<file path="config.mk">
export PLATFORM = sky130hd
export DESIGN_NAME = dmach_regs
export DESIGN_NICKNAME = d
export VERILOG_FILES = /design/src/rtl/dmach_pkg.sv /design/src/rtl/dmach_irq_unit.sv /design/src/rtl/dmach_evt_cnt.sv /design/src/rtl/dmach_byte_acc.sv /design/src/rtl/dmach_regs.sv
export SDC_FILE = /design/constraint.sdc
export NUM_CORES = 1
export LEC_CHECK = 0
export ABC_AREA = 0
export BUFFER_PORTS_ARGS = -buffer_cell sky130_fd_sc_hd__clkbuf_2
export CAP_MARGIN = 20
export CORE_AREA = 10 10 130 132
export CTS_BUF_LIST = sky130_fd_sc_hd__clkbuf_4
export CTS_CLUSTER_DIAMETER = 200
export DETAILED_ROUTE_END_ITERATION = 10
export DIE_AREA = 0 0 140 142
export PLACE_DENSITY = 0.76
export SLEW_MARGIN = 10
export SYNTH_ARGS = -nofsm -noshare
export SYNTH_HDL_FRONTEND = slang
export SYNTH_SLANG_ARGS = --single-unit
</file>
<file path="constraint.sdc">
create_clock -name clk -period 7.45 [get_ports clk]
set_clock_uncertainty 0.2 [all_clocks]
set_input_delay 1.1175 -clock clk [delete_from_list [all_inputs] [get_ports clk]]
set_output_delay 1.1175 -clock clk [all_outputs]
set_load 0.1 [all_outputs]
</file>
<file path="src/rtl/dmach_pkg.sv">
package dmach_pkg;
  typedef enum logic [3:0] {
    RG_STAT  = 4'd0,
    RG_MASK  = 4'd1,
    RG_UNMSK = 4'd2,
    RG_BLOCK = 4'd3,
    RG_CTRL  = 4'd4,
    RG_BYTES = 4'd5,
    RG_SCNT  = 4'd6,
    RG_DCNT  = 4'd7,
    RG_SPL   = 4'd8,
    RG_SPH   = 4'd9,
    RG_DPL   = 4'd10,
    RG_DPH   = 4'd11,
    RG_SDL   = 4'd12,
    RG_SDH   = 4'd13,
    RG_DDL   = 4'd14,
    RG_DDH   = 4'd15
  } reg_e;

  localparam int CMD_GO_BIT   = 0;
  localparam int CMD_HALT_BIT = 1;
endpackage

</file>
<file path="src/rtl/dmach_irq_unit.sv">
module dmach_irq_unit #(
  parameter int NIRQ = 4
) (
  input  logic            clk,
  input  logic            rst_n,
  input  logic [NIRQ-1:0] ev_set,
  input  logic [NIRQ-1:0] w1c,
  input  logic [NIRQ-1:0] unmask,
  input  logic [NIRQ-1:0] setmask,
  output logic [NIRQ-1:0] stat_q,
  output logic [NIRQ-1:0] mask_q,
  output logic            irq_o
);
  // events are OR-ed in after the clear so that a coincident event survives
  function automatic logic [NIRQ-1:0] next_stat(logic [NIRQ-1:0] cur,
                                                logic [NIRQ-1:0] clr,
                                                logic [NIRQ-1:0] set);
    return (cur & ~clr) | set;
  endfunction

  function automatic logic [NIRQ-1:0] next_mask(logic [NIRQ-1:0] cur,
                                                logic [NIRQ-1:0] en,
                                                logic [NIRQ-1:0] dis);
    return (cur & ~en) | dis;
  endfunction

  always_ff @(posedge clk) begin
    if (!rst_n) begin
      stat_q <= '0;
      mask_q <= '1;
    end else begin
      stat_q <= next_stat(stat_q, w1c, ev_set);
      mask_q <= next_mask(mask_q, unmask, setmask);
    end
  end

  assign irq_o = |(stat_q & ~mask_q);
endmodule

</file>
<file path="src/rtl/dmach_evt_cnt.sv">
module dmach_evt_cnt #(
  parameter int W = 8
) (
  input  logic         clk,
  input  logic         rst_n,
  input  logic         ev,
  input  logic         rd_clr,
  output logic [W-1:0] cnt_q
);
  function automatic logic [W-1:0] bump(logic [W-1:0] c, logic e);
    if (e && (c != {W{1'b1}})) return c + 1'b1;
    return c;
  endfunction

  always_ff @(posedge clk) begin
    if (!rst_n)      cnt_q <= '0;
    else if (rd_clr) cnt_q <= {{(W-1){1'b0}}, ev};
    else             cnt_q <= bump(cnt_q, ev);
  end
endmodule

</file>
<file path="src/rtl/dmach_byte_acc.sv">
module dmach_byte_acc #(
  parameter int W     = 32,
  parameter int INC_W = 16
) (
  input  logic             clk,
  input  logic             rst_n,
  input  logic             inc_vld,
  input  logic [INC_W-1:0] inc,
  input  logic             clr,
  output logic [W-1:0]     total_q
);
  function automatic logic [W-1:0] add_bytes(logic [W-1:0] c, logic v,
                                             logic [INC_W-1:0] i);
    return v ? c + W'(i) : c;
  endfunction

  always_ff @(posedge clk) begin
    if (!rst_n)   total_q <= '0;
    else if (clr) total_q <= add_bytes('0, inc_vld, inc);
    else          total_q <= add_bytes(total_q, inc_vld, inc);
  end
endmodule

</file>
<file path="src/rtl/dmach_regs.sv">
module dmach_regs
  import dmach_pkg::*;
#(
  parameter int ERR_W  = 3,
  parameter int CNT_W  = 8,
  parameter int BYTE_W = 32,
  parameter int INC_W  = 16
) (
  input  logic              clk,
  input  logic              rst_n,
  input  logic              wr_en,
  input  logic              rd_en,
  input  logic [3:0]        addr,
  input  logic [31:0]       wdata,
  output logic [31:0]       rdata,
  input  logic              ev_done,
  input  logic [ERR_W-1:0]  ev_err,
  input  logic              src_irq_ev,
  input  logic              dst_irq_ev,
  input  logic              byte_vld,
  input  logic [INC_W-1:0]  byte_inc,
  input  logic [63:0]       cur_src_pay,
  input  logic [63:0]       cur_dst_pay,
  input  logic [63:0]       cur_src_dscr,
  input  logic [63:0]       cur_dst_dscr,
  output logic              irq,
  output logic              ch_enable
);
  localparam int NIRQ = 1 + ERR_W;

  // decoded accesses, named for the checker
  logic wr_stat, wr_unmsk, wr_block, wr_ctrl, wr_bytes;
  logic rd_src, rd_dst, go_wr, halt_wr, byte_clr;
  logic [NIRQ-1:0] ev_vec, w1c_vec, unmask_vec, setmask_vec;
  logic [NIRQ-1:0] stat_q, mask_q;
  logic [CNT_W-1:0] cnt_src, cnt_dst;
  logic [BYTE_W-1:0] total_q;

  assign wr_stat  = wr_en && (addr == RG_STAT);
  assign wr_unmsk = wr_en && (addr == RG_UNMSK);
  assign wr_block = wr_en && (addr == RG_BLOCK);
  assign wr_ctrl  = wr_en && (addr == RG_CTRL);
  assign wr_bytes = wr_en && (addr == RG_BYTES);
  assign rd_src   = rd_en && (addr == RG_SCNT);
  assign rd_dst   = rd_en && (addr == RG_DCNT);

  assign go_wr    = wr_ctrl && wdata[CMD_GO_BIT];
  assign halt_wr  = wr_ctrl && wdata[CMD_HALT_BIT];
  assign byte_clr = wr_bytes && (wdata[BYTE_W-1:0] == total_q);

  assign ev_vec      = {ev_err, ev_done};
  assign w1c_vec     = wr_stat  ? wdata[NIRQ-1:0] : '0;
  assign unmask_vec  = wr_unmsk ? wdata[NIRQ-1:0] : '0;
  assign setmask_vec = wr_block ? wdata[NIRQ-1:0] : '0;

  dmach_irq_unit #(.NIRQ(NIRQ)) u_irq (
    .clk    (clk),
    .rst_n  (rst_n),
    .ev_set (ev_vec),
    .w1c    (w1c_vec),
    .unmask (unmask_vec),
    .setmask(setmask_vec),
    .stat_q (stat_q),
    .mask_q (mask_q),
    .irq_o  (irq)
  );

  dmach_evt_cnt #(.W(CNT_W)) u_scnt (
    .clk(clk), .rst_n(rst_n), .ev(src_irq_ev), .rd_clr(rd_src), .cnt_q(cnt_src)
  );

  dmach_evt_cnt #(.W(CNT_W)) u_dcnt (
    .clk(clk), .rst_n(rst_n), .ev(dst_irq_ev), .rd_clr(rd_dst), .cnt_q(cnt_dst)
  );

  dmach_byte_acc #(.W(BYTE_W), .INC_W(INC_W)) u_bytes (
    .clk    (clk),
    .rst_n  (rst_n),
    .inc_vld(byte_vld),
    .inc    (byte_inc),
    .clr    (byte_clr),
    .total_q(total_q)
  );

  // stop beats start, start beats completion
  always_ff @(posedge clk) begin
    if (!rst_n)       ch_enable <= 1'b0;
    else if (halt_wr) ch_enable <= 1'b0;
    else if (go_wr)   ch_enable <= 1'b1;
    else if (ev_done) ch_enable <= 1'b0;
  end

  always_comb begin
    rdata = '0;
    case (addr)
      RG_STAT:  rdata[NIRQ-1:0]   = stat_q;
      RG_MASK:  rdata[NIRQ-1:0]   = mask_q;
      RG_CTRL:  rdata[0]          = ch_enable;
      RG_BYTES: rdata[BYTE_W-1:0] = total_q;
      RG_SCNT:  rdata[CNT_W-1:0]  = cnt_src;
      RG_DCNT:  rdata[CNT_W-1:0]  = cnt_dst;
      RG_SPL:   rdata = cur_src_pay[31:0];
      RG_SPH:   rdata = cur_src_pay[63:32];
      RG_DPL:   rdata = cur_dst_pay[31:0];
      RG_DPH:   rdata = cur_dst_pay[63:32];
      RG_SDL:   rdata = cur_src_dscr[31:0];
      RG_SDH:   rdata = cur_src_dscr[63:32];
      RG_DDL:   rdata = cur_dst_dscr[31:0];
      RG_DDH:   rdata = cur_dst_dscr[63:32];
      default:  rdata = '0;
    endcase
  end
endmodule

</file>
After elaboration in Yosys (flattened, before gate mapping):

Index checks and enable logic that the tools add are counted.

* reductions and logical operators: 21
* bitwise logic cells: 9
* $add $sub $neg: 3
* equality and inequality tests: 18
* multiplexer cells: 24

Operator list (number)
* case mux 24 bit (9 select lines): 1
* two-way mux 32 bit: 2
* case mux 4 bit (11 select lines): 1
* case mux 3 bit (13 select lines): 1
* adder 32 x 16 -> 32 bit: 1
* equality test 32 bit: 1
* equality test 4 bit (second input constant): 8
* adder 8 x 1 -> 8 bit (second input constant): 2
* equality test 4 x 3 -> 1 bit (second input constant): 4
* two-way mux 16 bit: 1
* two-way mux 8 bit: 2
* inequality test 8 bit (second input constant): 2
* case mux 1 bit (14 select lines): 1
* bitwise AND 4 bit: 3
* logical AND 1 bit: 12
* two-way mux 1 bit: 12
* two-way mux 4 bit: 3
* inverter 4 bit: 3
* equality test 4 x 2 -> 1 bit (second input constant): 2
* bitwise OR 4 bit: 2
* nonzero test 2 bit: 4
* OR reduction 2 bit: 3
* equality test 4 x 1 -> 1 bit (second input constant): 1
* logical NOT 4 bit: 1
* other kinds (2): 2

* output and inout bits: 34
* input port bits: 319
* logic and storage cells: 83
* register bits: 57

Logic depth before layout (Yosys ltp):

* word-level depth: 7
* depth in mapped cells: 9

Cells and area by module:

From an unflattened synthesis, not the netlist that was laid out.

* cell total of the unflattened synthesis: 773
* area total of the unflattened synthesis: 6089.6 um^2

By module, submodules not included
* dmach_regs: instances 1, seq. area each 20.0 um^2, area each 2608.8 um^2, cells each 367
* dmach_byte_acc: instances 1, seq. area each 640.6 um^2, area each 2189.6 um^2, cells each 274
* dmach_evt_cnt: instances 2, seq. area each 160.2 um^2, area each 473.0 um^2, cells each 51
* dmach_irq_unit: instances 1, seq. area each 160.2 um^2, area each 345.3 um^2, cells each 30

Least setup slack after synthesis:

OpenSTA, ideal clock, no wires.

* kind: input port to output port
* from: input addr[1]
* to: output rdata[6]
* required time: 6.133 ns
* path buffers: 2
* slack: 2.910 ns
* cell stages on the path: 4
* arrival time: 3.223 ns
* cells stage by stage: buf_2 > clkbuf_1 > a22oi_1 > o2111ai_1

* longest elaborated chain between the ends: 2
* elaborated cells on any way between the ends: 12
* those cells by class: 11 x eq/ne; 1 x mux

RTL lines
* start: declaration: line dmach_regs.sv:13 `input logic [3:0] addr,`
* equality test 4 bit / equality test 4 x 3 -> 1 bit (equally long branches): line dmach_regs.sv:95 `case (addr)`
* case mux 4 bit (11 select lines) (*): line dmach_regs.sv:95
* end: declaration: line dmach_regs.sv:15 `output logic [31:0] rdata,`

Mark *: on every way between the ends. The rest lies on a longest branch, timed or not.

Worst setup path in the final report:

* from: input addr[3]
* to: output rdata[27]

* longest elaborated chain between the ends: 2
* elaborated cells on any way between the ends: 10
* those cells by class: 9 x eq/ne; 1 x mux

RTL lines (line)
* equality test 4 bit / equality test 4 x 3 -> 1 bit (equally long branches): dmach_regs.sv:95
* case mux 24 bit (9 select lines) (*): dmach_regs.sv:95

Marks and branches as above.

==> qor_table.md <==
| Quantity | Value | Unit |
|---|---|---|
| Outcome | completed | - |
| Least-Margin Pin Slew | 979 | ps |
| Mean cell area of the mapped netlist | 7.72 | sq um |
| Maximum number of pins on one net before global-route repair | 49 | - |
| Proportion of netlist area held by the largest area contributor | 0.197 | - |
| Total nets after synthesis | 1090 | - |
| Clock latency at the later pin of the worst-skew pair | 430 | ps |
| Horiz. Die Dim | 140 | um |
| Max-capacitance violation count | 0 | - |
| Post-placement setup slack | 2480 | ps |
| Via count of the first global-routing pass | 7610 | - |
| Clk root buf | sky130_fd_sc_hd__clkbuf_4 | - |
| Sum of overflow across all layers after global routing | 0 | - |
| Relative area change from synthesis to final layout | 35.1 | % |
| Synth Area in Adders | 0.0423 | - |
| Total number of vias | 8024 | - |
| Gate count of the mapped netlist | 752 | - |
| Number of synthesized register bits | 57 | - |
| RSZ-0062 raised after global routing | false | - |
| Register clock-pin slew on the reported worst setup and hold paths | 110 | ps |
| Distinct cells, synth | 76 | - |
| Antenna violations before repair | 1 | - |
| Max VDD drop | 0.107 | mV |
| TritonCTS clock tree | done | - |
| # H-tree levels | 3 | - |
| Number of violations reported at the end of detailed-routing iteration 0 | 1027 | - |
| Critical path required time | 6130 | ps |
| Residual DRC | 0 | - |
| Clk buf depth | 2 | - |
| Crit path kind | in -> out | - |
| Time the final worst path needs with I/O delays and setup | 5100 | ps |
| Std-Cell Core Area | 14300 | sq um |
| Synth top area cells | sky130_fd_sc_hd__dfxtp_1 (20%), sky130_fd_sc_hd__xor2_1 (6.2%), sky130_fd_sc_hd__a22oi_1 (5.7%) | - |
| Worst min-delay path class | reg -> reg | - |
| Fraction of final layout cells sized beyond drive strength 1 | 0.388 | - |
| Multiplexer share of the synthesized area | 0.0274 | - |
| Nature of the critical path endpoint | output pin | - |
| Post-synthesis instance area | 5800 | sq um |
| Number of nets in the final layout | 1408 | - |
| Number of warnings reported in the yosys synthesis log | 0 | - |
| Pwr per Cell Area | 159 | nW/um^2 |
| Starting density of the core | 0.405 | - |
| Xor and xnor area share after synthesis | 0.0830 | - |
| FP Rows | 44 | - |
| TritonCTS sink count | 57 | - |
| Total area of multi-input combinational cells | 4360 | sq um |
| Antenna-violating nets left | 0 | - |
| Setup violations, final | 0 | - |
| Last weighted congestion value of the routability-driven placer | 1.00 | - |
| Kind of launch point of the worst setup path | input pin | - |
| Count of boundary I/O pins | 353 | - |
| Max Slew Vio Count | 0 | - |
| Sequential standard cell area | 1140 | sq um |
| Post-Route WL | 32500 | um |
| Top achievable clock speed | 0.196 | GHz |
| Post-route setup slack | 2350 | ps |
| Synth area leader | sky130_fd_sc_hd__dfxtp_1 | - |
| Hpwl dp | 26700 | um |
| Combinational family with the most area after synthesis | compound AO/OA/AOI/OAI gates | - |
| Number of post-CTS setup repair buffers | 0 | - |
| Post-cts repair resize count | 0 | - |
| All-Layer GR Usage | 0.303 | - |
| Synthesized-area fraction occupied by ao, oa, aoi and oai cells | 0.353 | - |
| Static Leak | 0.00365 | uW |
| Final-layout fill cell count | 1458 | - |
| Hold buffer count at CTS | 0 | - |
| Async set-or-reset flop fraction in the synthesized netlist | 0 | - |
| Die area | 19900 | sq um |
| Number of hold-slack violations in the final timing report | 0 | - |
| Top cell types by occurrence after synthesis | sky130_fd_sc_hd__nand3_1 (63), sky130_fd_sc_hd__nand2_1 (58), sky130_fd_sc_hd__dfxtp_1 (57), sky130_fd_sc_hd__a21oi_1 (47), sky130_fd_sc_hd__a22oi_1 (44) | - |
| Slew headroom | 0.346 | - |
| Worst Path Max Fanout | 22 | - |
| Most frequent cell after synthesis | sky130_fd_sc_hd__nand3_1 | - |
| Total negative slack for setup checks | 0 | ps |
| First-pass GRT wire length | 47400 | um |
| Sequential share of the synthesized area | 0.197 | - |
| Number of buffers added by the clock tree synthesis step | 9 | - |
| First drt pass iteration count | 8 | - |
| Number of I/O port buffers | 352 | - |
| Data arrival time at the worst-slack endpoint | 3790 | ps |
| Die Span Y | 142 | um |
| Routed length per placed instance | 25.7 | um |
| Via-to-Cell Ratio | 6.36 | - |
| Most used flip-flop cell after synthesis | sky130_fd_sc_hd__dfxtp_1 | - |
| Period Utilization, post-route | 0.685 | - |
| Basic-gate share of the synthesized area counting and, or, nand and nor cells | 0.239 | - |
| Number of synthesized flops with an enable pin | 0 | - |
critical path, stage by stage:
cell and delay (ps):
sky130_fd_sc_hd__clkbuf_2 380, sky130_fd_sc_hd__nand2_1 240, sky130_fd_sc_hd__nor2_2 810, sky130_fd_sc_hd__buf_4 370
sky130_fd_sc_hd__a22oi_1 100, sky130_fd_sc_hd__nand3_1 130, sky130_fd_sc_hd__a221o_1 160, sky130_fd_sc_hd__clkbuf_2 470
final cells by class:
| type | instances | area share |
|---|---|---|
| Multi-Input combinational cell | 620 | 0.555 |
| Timing Repair Buffer | 365 | 0.237 |
| Sequential cell | 57 | 0.146 |
| Tap cell | 184 | 0.0294 |
| Clock inverter | 7 | 0.0152 |
| Clock buffer | 9 | 0.00862 |
| Inverter | 17 | 0.00814 |
| Antenna cell | 2 | 0.000638 |
metal layers:
metal | GRT usage | routed length (um) | vias to the layer above | share of wire
met5 | 0 | 0 | - | 0
met4 | 0.0538 | 588 | 0 | 0.018
met3 | 0.0668 | 3240 | 37 | 0.10
met2 | 0.525 | 15800 | 497 | 0.49
met1 | 0.381 | 12800 | 3857 | 0.40
li1 | - | - | 3633 | -
cells in the final DEF, fill, tap and decap left out, drive strengths merged, types with 28 or more instances in the layout:
cell type,n
xor2,41
clkbuf,361
nand2,58
dfxtp,57
nand3,63
a21oi,48
a22oi,44
a221oi,31
a22o,30
a222oi,28
nor2,38
per-stage QoR:
stage / area, sq um / std cells / power, uW / utilization / hold WS, ps
5_1_grt: 7840 / 1260 / 1300 / 0.548 / 333
3_5_place_dp: 7650 / 1243 / 937 / 0.534 / 284
6_report: 7840 / 1261 / 1240 / 0.548 / 307
4_1_cts: 7840 / 1259 / 1240 / 0.547 / 305
2_1_floorplan: 5800 / 752 / 749 / - / 245
3_3_place_gp: 7650 / 1243 / 935 / 0.534 / 271
power by group:
group / internal (uW) / switching, uW
Combinational: 198 / 377
Clock: 169 / 135
Sequential: 326 / 40.3
Total: 693 / 552
flip-flops by register name, summed over array words and instances (netlist names):
| register | flops |
|---|---|
| ch_enable | 1 |
| u_bytes.total_q | 32 |
| u_dcnt.cnt_q | 8 |
| u_irq.mask_q | 4 |
| u_irq.stat_q | 4 |
| u_scnt.cnt_q | 8 |
path summary, 6_finish.rpt:
| kind | from | endpoint | cells after the start | slack [ps] |
|---|---|---|---|---|
| setup / recovery | addr[3] | rdata[27] | 8 | 2350 |
| hold reg to reg | u_scnt.cnt_q[1] | u_scnt.cnt_q[1] | 2 | 310 |
| hold / removal | u_scnt.cnt_q[1] | u_scnt.cnt_q[1] | 2 | 310 |
| setup reg to reg | u_bytes.total_q[0] | u_bytes.total_q[18] | 8 | 4540 |
cells by family (layout without fill, tap and decap cells):
| family | Yosys count | in the layout |
|---|---|---|
| other | 0 | 2 |
| buffers and inverters | 75 | 398 |
| XOR/XNOR | 55 | 55 |
| AO/OA/AOI/OAI | 269 | 269 |
| multiplexers | 15 | 15 |
| flip-flops | 57 | 57 |
| adder cells (fa/ha/maj) | 19 | 19 |
| AND/OR/NAND/NOR | 262 | 262 |
Note: power is estimated with default switching activity, not from simulation.
